===== config.mk =====
export PLATFORM = sky130hd
export DESIGN_NAME = cfg_seq_top
export DESIGN_NICKNAME = d
export VERILOG_FILES = /design/src/rtl/cfg_seq_pkg.sv /design/src/rtl/cfg_mode_dec.sv /design/src/rtl/cfg_load_ctr.sv /design/src/rtl/cfg_startup_gate.sv /design/src/rtl/cfg_seq_fsm.sv /design/src/rtl/cfg_seq_top.sv
export SDC_FILE = /design/constraint.sdc
export NUM_CORES = 1
export LEC_CHECK = 0
export ABC_AREA = 1
export BUFFER_PORTS_ARGS = -buffer_cell sky130_fd_sc_hd__buf_2
export CORE_ASPECT_RATIO = 0.9
export CORE_MARGIN = 2
export CORE_UTILIZATION = 30
export CTS_BUF_LIST = sky130_fd_sc_hd__clkbuf_8
export DETAILED_ROUTE_END_ITERATION = 8
export PLACE_DENSITY_LB_ADDON = 0.08
export SLEW_MARGIN = 20
export SYNTH_ARGS = -nofsm -noshare
export SYNTH_HDL_FRONTEND = slang
export SYNTH_SLANG_ARGS = --single-unit

===== constraint.sdc =====
create_clock -name clk -period 1.4 [get_ports clk]
set_input_delay 0.21 -clock clk [delete_from_list [all_inputs] [get_ports clk]]
set_output_delay 0.21 -clock clk [all_outputs]
set_load 0.03 [all_outputs]

===== src/rtl/cfg_seq_pkg.sv =====
package cfg_seq_pkg;

  typedef enum logic [3:0] {
    ST_POR,
    ST_CLEAR,
    ST_INIT_WAIT,
    ST_LOAD,
    ST_GSR,
    ST_LOCK_WAIT,
    ST_DONE_REL,
    ST_GTS_REL,
    ST_RUN,
    ST_ERR
  } seq_state_e;

  typedef struct packed {
    logic valid;
    logic wide;
    logic master;
    logic serial;
  } mode_info_t;

  localparam logic [2:0] PIN_MSTR_SER = 3'b000;
  localparam logic [2:0] PIN_SLV_SER  = 3'b111;
  localparam logic [2:0] PIN_MSTR_PAR = 3'b011;
  localparam logic [2:0] PIN_SLV_PAR  = 3'b110;
  localparam logic [2:0] PIN_JTAG     = 3'b101;

endpackage


===== src/rtl/cfg_mode_dec.sv =====
module cfg_mode_dec
  import cfg_seq_pkg::*;
(
  input  logic [2:0] mode_pins,
  output mode_info_t info
);

  always_comb begin
    info = '0;
    unique case (mode_pins)
      PIN_MSTR_SER: info = '{valid: 1'b1, wide: 1'b0, master: 1'b1, serial: 1'b1};
      PIN_SLV_SER:  info = '{valid: 1'b1, wide: 1'b0, master: 1'b0, serial: 1'b1};
      PIN_MSTR_PAR: info = '{valid: 1'b1, wide: 1'b1, master: 1'b1, serial: 1'b0};
      PIN_SLV_PAR:  info = '{valid: 1'b1, wide: 1'b1, master: 1'b0, serial: 1'b0};
      PIN_JTAG:     info = '{valid: 1'b1, wide: 1'b0, master: 1'b0, serial: 1'b0};
      default:      info = '0;
    endcase
  end

endmodule


===== src/rtl/cfg_load_ctr.sv =====
module cfg_load_ctr #(
  parameter int TOTAL_BITS = 64,
  parameter int FRAME_BITS = 16
) (
  input  logic clk,
  input  logic rst_n,
  input  logic active,
  input  logic wide,
  input  logic din_valid,
  output logic frame_wr,
  output logic last_take
);

  localparam int CNT_W = $clog2(TOTAL_BITS + 9);
  localparam int FR_W  = $clog2(FRAME_BITS + 9);

  logic [CNT_W-1:0] bit_cnt_q, bit_cnt_d, bit_sum;
  logic [FR_W-1:0]  frm_cnt_q, frm_cnt_d, frm_sum;
  logic             take;

  assign take    = active & din_valid;
  assign bit_sum = bit_cnt_q + (wide ? CNT_W'(8) : CNT_W'(1));
  assign frm_sum = frm_cnt_q + (wide ? FR_W'(8) : FR_W'(1));

  assign frame_wr  = take & (frm_sum == FR_W'(FRAME_BITS));
  assign last_take = take & (bit_sum >= CNT_W'(TOTAL_BITS));

  always_comb begin
    bit_cnt_d = bit_cnt_q;
    frm_cnt_d = frm_cnt_q;
    if (!active) begin
      bit_cnt_d = '0;
      frm_cnt_d = '0;
    end else if (take) begin
      bit_cnt_d = bit_sum;
      frm_cnt_d = frame_wr ? '0 : frm_sum;
    end
  end

  always_ff @(posedge clk or negedge rst_n) begin
    if (!rst_n) begin
      bit_cnt_q <= '0;
      frm_cnt_q <= '0;
    end else begin
      bit_cnt_q <= bit_cnt_d;
      frm_cnt_q <= frm_cnt_d;
    end
  end

endmodule


===== src/rtl/cfg_startup_gate.sv =====
module cfg_startup_gate #(
  parameter int NUM_LOCK = 2
) (
  input  logic [NUM_LOCK-1:0] lock_in,
  input  logic                opt_wait_lock,
  input  logic                opt_lock_all,
  input  logic                opt_wait_done,
  input  logic                done_in,
  output logic                lock_ok,
  output logic                done_ok
);

  logic all_locked, any_locked;

  generate
    if (NUM_LOCK == 1) begin : g_single
      assign all_locked = lock_in[0];
      assign any_locked = lock_in[0];
    end else begin : g_multi
      assign all_locked = &lock_in;
      assign any_locked = |lock_in;
    end
  endgenerate

  assign lock_ok = !opt_wait_lock || (opt_lock_all ? all_locked : any_locked);
  assign done_ok = !opt_wait_done || done_in;

endmodule


===== src/rtl/cfg_seq_fsm.sv =====
module cfg_seq_fsm
  import cfg_seq_pkg::*;
#(
  parameter int CLEAR_CYCLES = 4
) (
  input  logic       clk,
  input  logic       rst_n,
  input  logic       por_good,
  input  logic       prog_n,
  input  logic       init_in,
  input  logic       mode_valid,
  input  logic       last_take,
  input  logic       lock_ok,
  input  logic       done_ok,
  output seq_state_e state,
  output logic       restart,
  output logic       latch_mode
);

  localparam int CL_W = $clog2(CLEAR_CYCLES + 1);

  seq_state_e       state_q, state_d;
  logic [CL_W-1:0]  clr_cnt_q, clr_cnt_d;
  logic             clr_end;

  assign state   = state_q;
  assign restart = !prog_n && (state_q != ST_POR);
  assign clr_end = (clr_cnt_q == CL_W'(CLEAR_CYCLES - 1));
  assign latch_mode = !restart && (state_q == ST_INIT_WAIT) && init_in && mode_valid;

  always_comb begin
    state_d   = state_q;
    clr_cnt_d = clr_cnt_q;
    if (restart) begin
      state_d   = ST_CLEAR;
      clr_cnt_d = '0;
    end else begin
      unique case (state_q)
        ST_POR: begin
          if (por_good) begin
            state_d   = ST_CLEAR;
            clr_cnt_d = '0;
          end
        end
        ST_CLEAR: begin
          if (clr_end) state_d = ST_INIT_WAIT;
          else         clr_cnt_d = clr_cnt_q + CL_W'(1);
        end
        ST_INIT_WAIT: begin
          if (init_in) state_d = mode_valid ? ST_LOAD : ST_ERR;
        end
        ST_LOAD:      if (last_take) state_d = ST_GSR;
        ST_GSR:       state_d = ST_LOCK_WAIT;
        ST_LOCK_WAIT: if (lock_ok) state_d = ST_DONE_REL;
        ST_DONE_REL:  if (done_ok) state_d = ST_GTS_REL;
        ST_GTS_REL:   state_d = ST_RUN;
        ST_RUN:       state_d = ST_RUN;
        ST_ERR:       state_d = ST_ERR;
        default:      state_d = ST_POR;
      endcase
    end
  end

  always_ff @(posedge clk or negedge rst_n) begin
    if (!rst_n) begin
      state_q   <= ST_POR;
      clr_cnt_q <= '0;
    end else begin
      state_q   <= state_d;
      clr_cnt_q <= clr_cnt_d;
    end
  end

endmodule


===== src/rtl/cfg_seq_top.sv =====
module cfg_seq_top
  import cfg_seq_pkg::*;
#(
  parameter int TOTAL_BITS   = 64,
  parameter int FRAME_BITS   = 16,
  parameter int CLEAR_CYCLES = 4,
  parameter int NUM_LOCK     = 2
) (
  input  logic                clk,
  input  logic                rst_n,
  input  logic                por_good,
  input  logic                prog_n,
  input  logic                init_in,
  input  logic [2:0]          mode_pins,
  input  logic [7:0]          din,
  input  logic                din_valid,
  input  logic [NUM_LOCK-1:0] lock_in,
  input  logic                done_in,
  input  logic                opt_wait_lock,
  input  logic                opt_lock_all,
  input  logic                opt_wait_done,
  output logic                init_drive_low,
  output logic                done_drive_low,
  output logic                cfg_clear,
  output logic                frame_wr,
  output logic                gsr,
  output logic                gts,
  output logic                gwe,
  output logic                cclk_out_en,
  output logic                dout_en,
  output logic                dout
);

  mode_info_t pin_info;
  mode_info_t mode_q, mode_d;
  seq_state_e state;
  logic       restart, latch_mode, last_take, lock_ok, done_ok;
  logic       loading, serial_take;
  logic       dout_q, dout_d;

  cfg_mode_dec u_dec (
    .mode_pins (mode_pins),
    .info      (pin_info)
  );

  cfg_startup_gate #(.NUM_LOCK(NUM_LOCK)) u_gate (
    .lock_in       (lock_in),
    .opt_wait_lock (opt_wait_lock),
    .opt_lock_all  (opt_lock_all),
    .opt_wait_done (opt_wait_done),
    .done_in       (done_in),
    .lock_ok       (lock_ok),
    .done_ok       (done_ok)
  );

  cfg_seq_fsm #(.CLEAR_CYCLES(CLEAR_CYCLES)) u_fsm (
    .clk        (clk),
    .rst_n      (rst_n),
    .por_good   (por_good),
    .prog_n     (prog_n),
    .init_in    (init_in),
    .mode_valid (pin_info.valid),
    .last_take  (last_take),
    .lock_ok    (lock_ok),
    .done_ok    (done_ok),
    .state      (state),
    .restart    (restart),
    .latch_mode (latch_mode)
  );

  assign loading = (state == ST_LOAD);

  cfg_load_ctr #(.TOTAL_BITS(TOTAL_BITS), .FRAME_BITS(FRAME_BITS)) u_ctr (
    .clk       (clk),
    .rst_n     (rst_n),
    .active    (loading),
    .wide      (mode_q.wide),
    .din_valid (din_valid),
    .frame_wr  (frame_wr),
    .last_take (last_take)
  );

  // mode latch: captured on entry to load, forgotten on restart
  always_comb begin
    mode_d = mode_q;
    if (restart)         mode_d = '0;
    else if (latch_mode) mode_d = pin_info;
  end

  assign serial_take = loading && din_valid && mode_q.serial;

  always_comb begin
    dout_d = dout_q;
    if (serial_take) dout_d = din[0];
  end

  always_ff @(posedge clk or negedge rst_n) begin
    if (!rst_n) begin
      mode_q <= '0;
      dout_q <= 1'b0;
    end else begin
      mode_q <= mode_d;
      dout_q <= dout_d;
    end
  end

  // outputs decoded from the state register
  assign init_drive_low = (state == ST_POR) || (state == ST_CLEAR) || (state == ST_ERR);
  assign cfg_clear      = (state == ST_CLEAR);
  assign gsr            = (state == ST_GSR);
  assign done_drive_low = !((state == ST_DONE_REL) || (state == ST_GTS_REL) || (state == ST_RUN));
  assign gts            = !((state == ST_GTS_REL) || (state == ST_RUN));
  assign gwe            = (state == ST_RUN);
  assign cclk_out_en    = mode_q.valid && mode_q.master;
  assign dout_en        = mode_q.valid && mode_q.serial;
  assign dout           = dout_q;

endmodule


=== Word-level counts from Yosys, hierarchy flattened ===
Cells that the tools add are included.
Widths: inputs -> output; s select.

* Input bits: 23
* Register bits: 24
* Output and inout bits: 10
* Logic and storage cells: 94

* Bitwise logic cells: 3
* Mux-type cells: 24
* $add $sub $neg: 3
* Equal/unequal tests: 23
* Order comparisons: 1
* Reductions and logical operators: 31

{| class="wikitable"
|+ Operators with widths
! operator !! number
|-
| $mux 4 || 12
|-
| $pmux 4 s9 || 1
|-
| $pmux 4 s5 || 1
|-
| $ne 3x2->1 const B || 6
|-
| $eq 4x3->1 const B || 4
|-
| $mux 5 || 3
|-
| $mux 7 || 2
|-
| $eq 3x3->1 const B || 3
|-
| $mux 3 || 3
|-
| $eq 4x2->1 const B || 2
|-
| $eq 4x4->1 const B || 2
|-
| $logic_and 1x1->1 || 8
|-
| $add 7x7->7 || 1
|-
| $ge 7x7->1 const B || 1
|-
| $logic_or 1x1->1 || 7
|-
| $eq 3x2->1 const B || 2
|-
| $logic_not 1->1 || 6
|-
| $pmux 3 s2 || 1
|-
| $reduce_and 6->1 || 1
|-
| $add 5x5->5 || 1
|-
| $eq 5x5->1 const B || 1
|-
| $eq 4x1->1 const B || 1
|-
| $logic_not 4->1 || 1
|-
| $reduce_bool 4->1 || 1
|-
| 11 further kinds || 14
|}

=== Depth between registers and ports, before layout ===
* Depth in word-level cells: 8
* Mapped depth: 12
* Mapped depth without buffers: 12

=== Modules after synthesis ===
Synthesis repeated with hierarchy kept, for this count alone.

* Cell total of the unflattened synthesis: 242
* Area total of the unflattened synthesis: 1767.9 µm²

{| class="wikitable"
|+ By module, submodules not included
! module !! instances !! cells an instance !! sequential area each (µm²) !! area an instance (µm²)
|-
| cfg_load_ctr || 1 || 93 || 300.3 || 745.7
|-
| cfg_seq_fsm || 1 || 82 || 175.2 || 595.6
|-
| cfg_seq_top || 1 || 47 || 125.1 || 341.6
|-
| cfg_mode_dec || 1 || 11 || 0.0 || 50.0
|-
| cfg_startup_gate || 1 || 9 || 0.0 || 35.0
|}

=== Worst setup path after synthesis ===
OpenSTA, ideal clock, no wires.

* Path type: register to output
* Start: register mode_q[2] in the netlist's numbering
* End: output port frame_wr
* Path buffers: 0
* Data required time: 1.190 ns
* Data arrival time: 1.956 ns
* Slack: -0.766 ns
* Cell stages (with the launch flop): 7
* Path through: dfrtp_1 > inv_1 > ha_1 > ha_1 > a31o_2 > xor2_1 > nor3b_1

* Word-level cells in the longest chain between the ends: 4

{| class="wikitable"
|+ RTL lines
! element !! line !! source
|-
| from (decl) || cfg_seq_top.sv:35 || <nowiki>mode_info_t mode_q, mode_d;</nowiki>
|-
| from (signal assigned) || cfg_seq_top.sv:102 || <nowiki>mode_q <= mode_d;</nowiki>
|-
| $mux 4 || cfg_load_ctr.sv:23 || <nowiki>assign frm_sum = frm_cnt_q + (wide ? FR_W'(8) : FR_W'(1));</nowiki>
|-
| $add 5x5->5 || cfg_load_ctr.sv:23 ||
|-
| $eq 5x5->1 || cfg_load_ctr.sv:25 || <nowiki>assign frame_wr = take & (frm_sum == FR_W'(FRAME_BITS));</nowiki>
|-
| $and 1x1->1 || cfg_load_ctr.sv:25 ||
|-
| to (decl) || cfg_seq_top.sv:25 || <nowiki>output logic frame_wr,</nowiki>
|}

No other way between the ends.

=== Worst setup path after layout ===
Ends and elaborated chain as after synthesis.

==> summary.txt <==
CTS
  – Clock buffer depth: 2
  – Reg clk slew, reported paths: about 100 ps
  – Sinks on Clock Net: 24
  – Clock latency on the worst-skew pair: around 280 ps
  – Root buffer cell: clkbuf_8
  – TritonCTS Buffers: 3
  – H-tree levels: 1
  – TritonCTS clock tree: yes

STA
  – Worst-Margin Slew: around 590 ps
  – Max transition margin: about three fifths
  – Final setup fails: 22
  – Hold_ws: between 150 and 200 ps
  – Minimum clock period: just over 2000 ps
  – Fin crit share: 143.6%
  – Fmax: 497.3 MHz
  – Clock Skews: around 8.9 ps
  – Fin. max-slew vios: 0
  – RSZ-0062 raised after global routing: true
  – Final count of hold timing violations: 0
  – Fin worst setup slack: -610.7 ps

Yosys
  – Synth area leaders: dfrtp_1 38%, nand2_1 11%, nand3_1 9.2%
  – Gate Count Post-Synth: ~210
  – Yosys warning count: 0
  – Mean Syn Cell Area: 7.454 sq um
  – Top FF cell, synth: dfrtp_1
  – Post-synthesis net count: ~240
  – Yosys reg bits: 24
  – Post-synth top area cell: dfrtp_1
  – Top cell type's share of synthesized area: a little under two fifths
  – Async set-reset flop share out of synthesis: between 90% and 100%
  – Count of cell types in the netlist: 33
  – Mapped cell area: 1580 sq um
  – Register area share after synthesis: 38.00%
  – Post-synth EDFFs: 0

Worst setup path
  – Worst setup path category: reg2out
  – Delay-heaviest family, CP: flip-flops
  – Crit path max fanout: 3
  – Setup crit end kind: primary output
  – Slowest library cell on the worst path: dfrtp_1
  – Crit-path max cell delay: 410 ps
  – Worst Path Required: between 1000 and 1500 ps
  – Crit path cell chain: ha_1, a31o_4, xor2_2, nor3b_4, buf_6
  – Critical path arrival: 1800 ps
  – Startpoint types: flop
  – Buf+Inv Stages, Crit Path: 1

Status
  – Failing checks: negative setup slack
  – Status: finished with violations

Placed design
  – Routability cong.: roughly 0.83
  – Buffers on Ports: 25
  – Hpwl dp: between 3000 and 4000 um
  – Inst Count DP: 324

Layout
  – Antenna diodes: 0
  – Fin nets: ~320
  – Commonest non-fill, non-tap cell in the layout: nand2_1
  – # fillers: ~490
  – Post-Layout Cell Count: between 300 and 400
  – Post-layout util: 52.78%
  – Most frequent cells in the layout: 29 x nand2_1, 27 x buf_6, 24 x buf_4
  – Area Growth Syn to Fin: 72.37%
  – Layout cells sized above 1: between 50% and 60%

Floorplan
  – Core footprint: roughly 5200 sq um
  – Ports: 33
  – Initial Utilization: between 30% and 40%
  – Die area: between 5000 and 6000 sq um
  – Die height: roughly 73 um
  – Die X: 80.51 um
  – Rows: 25

Flow run
  – Maxcap violations: 0

Routing
  – Post-route antenna net violation count: 0
  – Drt pass-1 iters: 4
  – Wire per inst: between 10 and 15 um
  – Drt via density: approximately 4.7
  – Number of remaining DRC errors: 0
  – DR vias: 1645
  – Final WL: 4620 um
  – 1st-iter DRT viols: 38

GRT
  – Met2 Use GR: a little over a quarter
  – Vias in the first global route: about 1.6k
  – Pin count of the biggest net entering global routing: 25
  – GRT busiest layer: met2
  – First-pass GRT wire length: about 7300 um
  – Initial antenna violation count: 0
  – Global Route Usage Sum: 16.03%
  – Met3 Use GR: around 3.7%
  – GRT overflow: 0
  – GR Layer Usage met1: between 20% and 30%

Power
  – Maximum VDD drop: 1.225 mV
  – Pleak: between 1 and 1.5 nW
  – Cell Pwr Density: around 1700 nW/um^2

Min path
  – Worst min path class: in2reg
-- per-stage QoR --
step                total power [mW]  setup TNS [ps]  setup WS (ps)  area [sq um]
detailed placement             2.731           -2038         -377.6          2004
finish                         4.678           -3546         -610.7          2724
global placement               2.733           -1680         -324.9          2004
CTS                            4.035           -3113         -617.5          2404
global route                   4.996           -5457         -714.4          2724
floorplan                      2.070          -677.9         -296.2          1643
-- routing by layer --
metal	vias up	wire length, um	share of wire (%)
li1	847	-	-
met1	750	2158	47
met2	40	2242	49
met3	8	156	3.4
met4	0	63	1.4
met5	-	0	0
-- worst register-to-register path, stage by stage, from the launching register on --
cell and delay, ps:
dfrtp_1 410, inv_2 90, buf_6 100, ha_4 130
ha_4 150, nand3_4 80, nand2_4 90, nand2_2 50
nand2_2 70, nand3_4 100, nand2_4 100, nand2_4 70
nand2_2 50, nand2_1 40
-- cells in the mapped netlist, types with 2 or more instances --
library cell and number:
a31oi_1 2, o21ai_1 2, inv_1 30, nor2_2 4, ha_1 8, dfrtp_1 24, xor2_1 2, o21ai_0 15
nand2_1 46, nand4_1 2, a21oi_1 7, nor2_1 17, nand3_1 29, nand3b_1 2, nand2_4 4
-- cell type report --
cell class,instances,area [sq um],share of cell area [%]
flip-flops and latches,24,604.3,22.19
well taps,67,83.83,3.078
inverters,34,140.1,5.145
clock inverters,1,30.03,1.102
multi-input cells,153,1240,45.52
clock buffers,3,41.29,1.516
repair buffers,70,584.3,21.45
-- power by group --
group,switching (mW),internal [mW]
Sequential,0.125,0.813
Clock,0.260,0.383
Combinational,1.67,1.43
Total,2.05,2.63
-- flip-flops by register name (all words and copies together), names as in the netlist --
signal,count
u_fsm.state,4
u_fsm.clr_cnt_q,3
mode_q,4
u_ctr.frm_cnt_q,5
dout,1
u_ctr.bit_cnt_q,7
-- repair_timing --
action / CTS / global route
pin swaps: 19 / 27
buffers inserted: 13 / 11
setup endpoints to repair: 23 / 29
resized for setup: 66 / 62
hold endpoints to repair: 24 / 0
hold buffers: 1 / 0
-- final timing paths --
check | start | endpoint | slack (ps) | depth (start not counted)
min in group asynchronous | rst_n | u_ctr.bit_cnt_q[6] | 460 | 2
worst min register to register | u_fsm.clr_cnt_q[1] | u_fsm.clr_cnt_q[1] | 500 | 2
max in group asynchronous | rst_n | u_fsm.state[0] | 520 | 2
worst max register to register | mode_q[2] | u_fsm.state[1] | -240 | 13
worst max-delay path | mode_q[2] | frame_wr | -610 | 5
worst min-delay path | din[0] | dout | 170 | 3
-- logic make-up after synthesis --
logic type | share of synthesized area (%)
flip-flops | 38.01
AND/OR/NAND/NOR | 34.13
AO/OA/AOI/OAI | 11.01
buffers and inverters | 8.867
adder cells (fa/ha/maj) | 6.334
XOR/XNOR | 1.663
Note: power is estimated with default switching activity, not from simulation.
